--- config.mk ---
export PLATFORM = sky130hd
export DESIGN_NAME = dual_half_mac
export DESIGN_NICKNAME = d
export VERILOG_FILES = /design/src/rtl/dhm_pkg.sv /design/src/rtl/dhm_lanes.sv /design/src/rtl/dhm_combine.sv /design/src/rtl/dual_half_mac.sv
export SDC_FILE = /design/constraint.sdc
export NUM_CORES = 2
export LEC_CHECK = 0
export ABC_AREA = 1
export CORE_MARGIN = 4
export CORE_UTILIZATION = 68
export CTS_CLUSTER_SIZE = 10
export DETAILED_ROUTE_END_ITERATION = 8
export DONT_BUFFER_PORTS = 1
export GPL_TIMING_DRIVEN = 0
export HOLD_SLACK_MARGIN = 0.03
export PLACE_DENSITY_LB_ADDON = 0.08
export RECOVER_POWER = 100
export SLEW_MARGIN = 25
export SYNTH_ARGS = -nofsm -noshare
export SYNTH_HDL_FRONTEND = slang
export SYNTH_SLANG_ARGS = --single-unit
export TNS_END_PERCENT = 5
--- constraint.sdc ---
create_clock -name clk -period 11.5 [get_ports clk]
set_input_delay 0.575 -clock clk [delete_from_list [all_inputs] [get_ports clk]]
set_output_delay 0.575 -clock clk [all_outputs]
set_load 0.03 [all_outputs]
--- src/rtl/dhm_pkg.sv ---
package dhm_pkg;
    // width class of the accumulation stage
    typedef enum logic {
        ACC_NARROW = 1'b0,
        ACC_WIDE   = 1'b1
    } acc_width_e;

    localparam int DHM_LANES = 2;
endpackage

--- src/rtl/dhm_lanes.sv ---
module dhm_lanes #(
    parameter int DW = 32
) (
    input  logic [DW-1:0]                       op_a_i,
    input  logic [DW-1:0]                       op_b_i,
    input  logic                                swap_i,
    output logic [dhm_pkg::DHM_LANES-1:0][DW-1:0] prod_o
);
    localparam int HW = DW / 2;

    for (genvar g = 0; g < dhm_pkg::DHM_LANES; g++) begin : g_lane
        logic signed [HW-1:0] a_half;
        logic signed [HW-1:0] b_half;
        logic signed [DW-1:0] p_lane;

        always_comb begin
            a_half = op_a_i[g*HW +: HW];
            // exchanged halves: lane g reads the opposite half of B
            b_half = swap_i ? op_b_i[(1-g)*HW +: HW] : op_b_i[g*HW +: HW];
            p_lane = a_half * b_half;
        end

        assign prod_o[g] = p_lane;
    end
endmodule

--- src/rtl/dhm_combine.sv ---
module dhm_combine
    import dhm_pkg::*;
#(
    parameter int DW = 32
) (
    input  logic [DW-1:0] prod_lo_i,
    input  logic [DW-1:0] prod_hi_i,
    input  logic [DW-1:0] acc_hi_i,
    input  logic [DW-1:0] acc_lo_i,
    input  logic          sub_i,
    input  acc_width_e    width_i,
    input  logic          acc_en_i,
    output logic [DW-1:0] res_hi_o,
    output logic [DW-1:0] res_lo_o,
    output logic          ovf_o
);
    localparam int LW = 2 * DW;

    logic [LW-1:0] p1_x, p2_x, dual_x, acc_x, wide_sum;
    logic [DW-1:0] dual_n, acc_n;
    logic [DW:0]   narrow_sum;
    logic          ovf_dual, ovf_acc;

    always_comb begin
        // widen both products before combining them
        p1_x   = {{DW{prod_lo_i[DW-1]}}, prod_lo_i};
        p2_x   = {{DW{prod_hi_i[DW-1]}}, prod_hi_i};
        dual_x = sub_i ? (p1_x - p2_x) : (p1_x + p2_x);

        // wide path
        acc_x    = acc_en_i ? {acc_hi_i, acc_lo_i} : '0;
        wide_sum = dual_x + acc_x;

        // narrow path: exact dual value fits in DW+1 bits
        dual_n     = dual_x[DW-1:0];
        ovf_dual   = !sub_i && (dual_x[DW] != dual_x[DW-1]);
        acc_n      = acc_en_i ? acc_lo_i : '0;
        narrow_sum = {dual_n[DW-1], dual_n} + {acc_n[DW-1], acc_n};
        ovf_acc    = acc_en_i && (narrow_sum[DW] != narrow_sum[DW-1]);

        if (width_i == ACC_WIDE) begin
            res_hi_o = wide_sum[LW-1:DW];
            res_lo_o = wide_sum[DW-1:0];
            ovf_o    = 1'b0;
        end else begin
            res_hi_o = '0;
            res_lo_o = narrow_sum[DW-1:0];
            ovf_o    = ovf_dual | ovf_acc;
        end
    end
endmodule

--- src/rtl/dual_half_mac.sv ---
module dual_half_mac
    import dhm_pkg::*;
#(
    parameter int DW = 32
) (
    input  logic          clk,
    input  logic          rst,
    input  logic          in_valid,
    input  logic [DW-1:0] op_a,
    input  logic [DW-1:0] op_b,
    input  logic [DW-1:0] acc_hi,
    input  logic [DW-1:0] acc_lo,
    input  logic          swap_b,
    input  logic          sub_mode,
    input  logic          long_mode,
    input  logic          acc_en,
    input  logic          q_in,
    input  logic          q_clr,
    output logic          out_valid,
    output logic [DW-1:0] res_hi,
    output logic [DW-1:0] res_lo,
    output logic          q_out
);
    typedef struct packed {
        logic          vld;
        logic [DW-1:0] hi;
        logic [DW-1:0] lo;
        logic          q;
    } mac_state_t;

    mac_state_t st_d, st_q;

    logic [DHM_LANES-1:0][DW-1:0] prod;
    logic [DW-1:0]                 cmb_hi, cmb_lo;
    logic                          cmb_ovf;
    acc_width_e                    width_sel;

    assign width_sel = long_mode ? ACC_WIDE : ACC_NARROW;

    dhm_lanes #(.DW(DW)) i_lanes (
        .op_a_i (op_a),
        .op_b_i (op_b),
        .swap_i (swap_b),
        .prod_o (prod)
    );

    dhm_combine #(.DW(DW)) i_combine (
        .prod_lo_i (prod[0]),
        .prod_hi_i (prod[1]),
        .acc_hi_i  (acc_hi),
        .acc_lo_i  (acc_lo),
        .sub_i     (sub_mode),
        .width_i   (width_sel),
        .acc_en_i  (acc_en),
        .res_hi_o  (cmb_hi),
        .res_lo_o  (cmb_lo),
        .ovf_o     (cmb_ovf)
    );

    always_comb begin
        st_d     = st_q;
        st_d.vld = in_valid;
        if (in_valid) begin
            st_d.hi = cmb_hi;
            st_d.lo = cmb_lo;
        end
        st_d.q = q_clr ? 1'b0 : (st_q.q | (in_valid & (q_in | cmb_ovf)));
    end

    always_ff @(posedge clk) begin
        if (rst) st_q <= '0;
        else     st_q <= st_d;
    end

    assign out_valid = st_q.vld;
    assign res_hi    = st_q.hi;
    assign res_lo    = st_q.lo;
    assign q_out     = st_q.q;

    // flag rules
    p_long_no_q_r6: assert property (@(posedge clk) disable iff (rst)
        (in_valid && long_mode && !q_in && !q_clr && !q_out) |=> !q_out);
    p_sub_no_q_r7: assert property (@(posedge clk) disable iff (rst)
        (in_valid && !long_mode && sub_mode && !acc_en && !q_in && !q_out) |=> !q_out);
    p_q_set_r10: assert property (@(posedge clk) disable iff (rst)
        (in_valid && q_in && !q_clr) |=> q_out);
    p_q_clr_r10: assert property (@(posedge clk) disable iff (rst)
        q_clr |=> !q_out);
    p_q_sticky_r10: assert property (@(posedge clk) disable iff (rst)
        (q_out && !q_clr) |=> q_out);
    // handshake and hold
    p_vld_up_r11: assert property (@(posedge clk) disable iff (rst)
        in_valid |=> out_valid);
    p_vld_dn_r11: assert property (@(posedge clk) disable iff (rst)
        !in_valid |=> !out_valid);
    p_hold_r11: assert property (@(posedge clk) disable iff (rst)
        !in_valid |=> ($stable(res_hi) && $stable(res_lo)));
endmodule

==> reports/qor.csv <==
stage;metric;value;unit
run_status;status;finished, final reports clean;
sta;period_share;95.1;%
layout;diodes;0;
detailed_routing;dr.pass1.iters;7;
detailed_routing;drt_iter0_drc;2090;
worst_setup_path;slowest_delay;0.58;ns
worst_setup_path;path_class;input port to register;
yosys;synth_cells;4171;
placement;hpwl;72600;um
cts;numCtsBuffers;9;
cts;clock_latency;0.35;ns
worst_setup_path;end_kind;register;
cts;h-tree-depth;3;
floorplanning;die_area;47100;um2
yosys;synth_edf_count;0;
cts;clockBufferDepth;2;
detailed_routing;viasPerCell;5.53;
sta;relSlewSlack;26.9;%
worst_setup_path;required;11.73;ns
yosys;syn_area;29700;um2
min_path;hold_class;input port to register;
yosys;synth_top_flop_cell;dfxtp_1;
worst_setup_path;crit_path_frequent_cell;inv_1;
grt;grt_start_max_net_pins;33;
sta;skew;0;ns
worst_setup_path;cp_data_arrival_time;11.16;ns
yosys;ys_ff_latch;66;
sta;clock.fmax;0.0915;GHz
cts;cts_tree;done;
sta;rsz0062_at_grt;true;
yosys;synth_fp_nets;5097;
detailed_routing;dr_total_vias;26500;
yosys;ys_types;56;
cts;clkSinkCount;66;
floorplanning;die_h;217;um
yosys;postSynthAreaPerCell;7.13;um2
placement;place_ws;-1.09;ns
detailed_routing;wl;83300;um
grt;grt_use_total;35.7;%
layout;nets;5120;
sta;setup_viol;0;
grt;grt_pass1_vias;26200;
placement;place.gp.congestion;0.999;
worst_setup_path;cp_slowest_cell;o21ai_1;
detailed_routing;ant_nets;0;
floorplanning;core-area;43200;um2
floorplanning;ios;203;
cts;ctsHoldBuffers;0;
sta;drv_slew;0;
yosys;async_flop_share;0;%
floorplanning;row_count;76;
layout;areaGrowthSynthToFinish;5.35;%
cts;clk_pin_slew;0.06;ns
layout;drive_gt1_share;5.31;%
sta;fin_crit;10.93;ns
layout;n_fill_cell;3758;
placement;portBuffers;0;
sta;hold_viol_final;0;
layout;multi_input_area;24300;um2
run;max_cap_viol_count;0;
worst_setup_path;startpoint_type;input port;
worst_setup_path;path_max_fanout;10;
yosys;yosys_warnings;0;
floorplanning;initial_core_util;68.8;%
yosys;seq_area_frac_synth;4.45;%
layout;register_area;1320;um2
detailed_routing;avgRoutedWirePerCell;17.4;um
grt;overflow;0;
sta;tightest_slew;1.07;ns
sta;setup_slack;0.568;ns
detailed_routing;remaining_drc_errors;0;
cts;clock-root-buffer;clkbuf_16;
grt;antenna_found_initial;1;
grt;grt_first_pass_wirelength;134000;um
floorplanning;die_w;217;um
==> layout by cell type, fill, tap and decap left out, types with 7 or more instances in the layout <==
cell type / count
a21oi_1: 245
a21oi_2: 19
a31oi_1: 28
buf_1: 18
buf_4: 15
clkbuf_1: 51
clkbuf_16: 9
dfxtp_1: 66
fa_1: 524
ha_1: 258
inv_1: 1061
inv_2: 20
nand2_1: 856
nand2_2: 32
nand2_4: 9
nand3_1: 73
nand4_1: 22
nor2_1: 419
nor2_2: 13
nor3_1: 19
nor3_2: 7
o211ai_1: 20
o21a_1: 9
o21ai_0: 100
o21ai_1: 22
o21ai_2: 9
o21bai_1: 13
o221ai_1: 7
or2_2: 9
xnor2_1: 57
xor2_1: 69
==> worst paths after layout <==
path                                 start         end  slack [ns]  cells after the start
worst max register to register  res_hi[29]  res_hi[29]       10.60                      2
worst max-delay path                swap_b  res_hi[16]        0.57                     45
worst min register to register       q_out       q_out        0.61                      2
worst min-delay path                 q_clr       q_out        0.39                      2
==> critical path, delay by kind of cell <==
family | cells | cell delay, ns
xor+xnor | 2 | 0.54
simple gates | 10 | 1.42
buf+inv | 11 | 1.70
fa+ha+maj | 9 | 4.04
compound gates | 13 | 2.87
==> routing by layer <==
metal	wire length (um)	share of wire [%]	track usage, %
met1	33200	40	47.8
met5	12	0.014	0
met2	38100	46	57.4
met3	8460	10	8.56
met4	3630	4.4	12.7
==> cells in the mapped netlist (8+ instances only) <==
master    instances  share of area, %
ha_1            263                11
or2_2            10              0.21
nand3_1          76               1.3
a21oi_2          16              0.47
nand4_1          22              0.46
a21oi_1         250               4.2
nand2_1         867                11
clkinv_1          8              0.10
clkbuf_1         66              0.83
dfxtp_1          66               4.4
fa_1            526                35
a31oi_1          30              0.63
o21bai_1         13              0.33
nor2_1          423               5.3
buf_1            22              0.28
o21ai_0         106               1.8
nand2_2          27              0.57
inv_1          1070                14
nor3_1           20              0.34
o211ai_1         20              0.51
o21ai_1          25              0.42
nor4_1            9              0.19
nor2_2           10              0.21
inv_2            17              0.21
o21a_1            9              0.23
xnor2_1          57               1.7
xor2_1           72               2.1
==> registers in the layout, summed over array words and instances, names as in the netlist <==
signal and flops:
out_valid 1, q_out 1, res_hi 32, res_lo 32
==> timing repair <==
action	in CTS	in global routing
gates cloned	0	1
setup endpoints to repair	28	38
setup buffers	0	16
pin swaps	0	9
gates resized for setup	19	118
==> area by class of cell <==
type	instances	share of cell area (%)
multi-input combinational	2921	77.6
clock inverter	6	0.292
inverter	1096	13.2
timing repair buffer	16	0.464
buffer	84	1.14
clock buffer	10	0.731
tap	585	2.34
sequential	66	4.22
==> cells by family after synthesis <==
kind of cell    after synthesis  synth area share (%)
simple gates               1487                  20.2
xor+xnor                    131                  3.91
compound gates              511                  9.80
buf+inv                    1185                  15.0
flops                        66                  4.45
fa+ha+maj                   789                  46.5
mux                           2                 0.109
==> through the flow <==
step | setup TNS [ns] | utilization, % | std cells | hold WS (ns) | area, um2
after global placement | -19.80 | 70.5 | 4756 | 0.579 | 30500
after global routing | 0 | 72.5 | 4784 | 0.385 | 31300
after floorplan | 0 | - | 4171 | 0.569 | 29700
final | 0 | 72.5 | 4784 | 0.386 | 31300
after CTS | 0 | 71.4 | 4767 | 0.372 | 30800
after detailed placement | -22.49 | 70.5 | 4756 | 0.596 | 30500
Power is not shown: default switching activity piles up to over one toggle a cycle in this logic, so the estimate is an artifact.
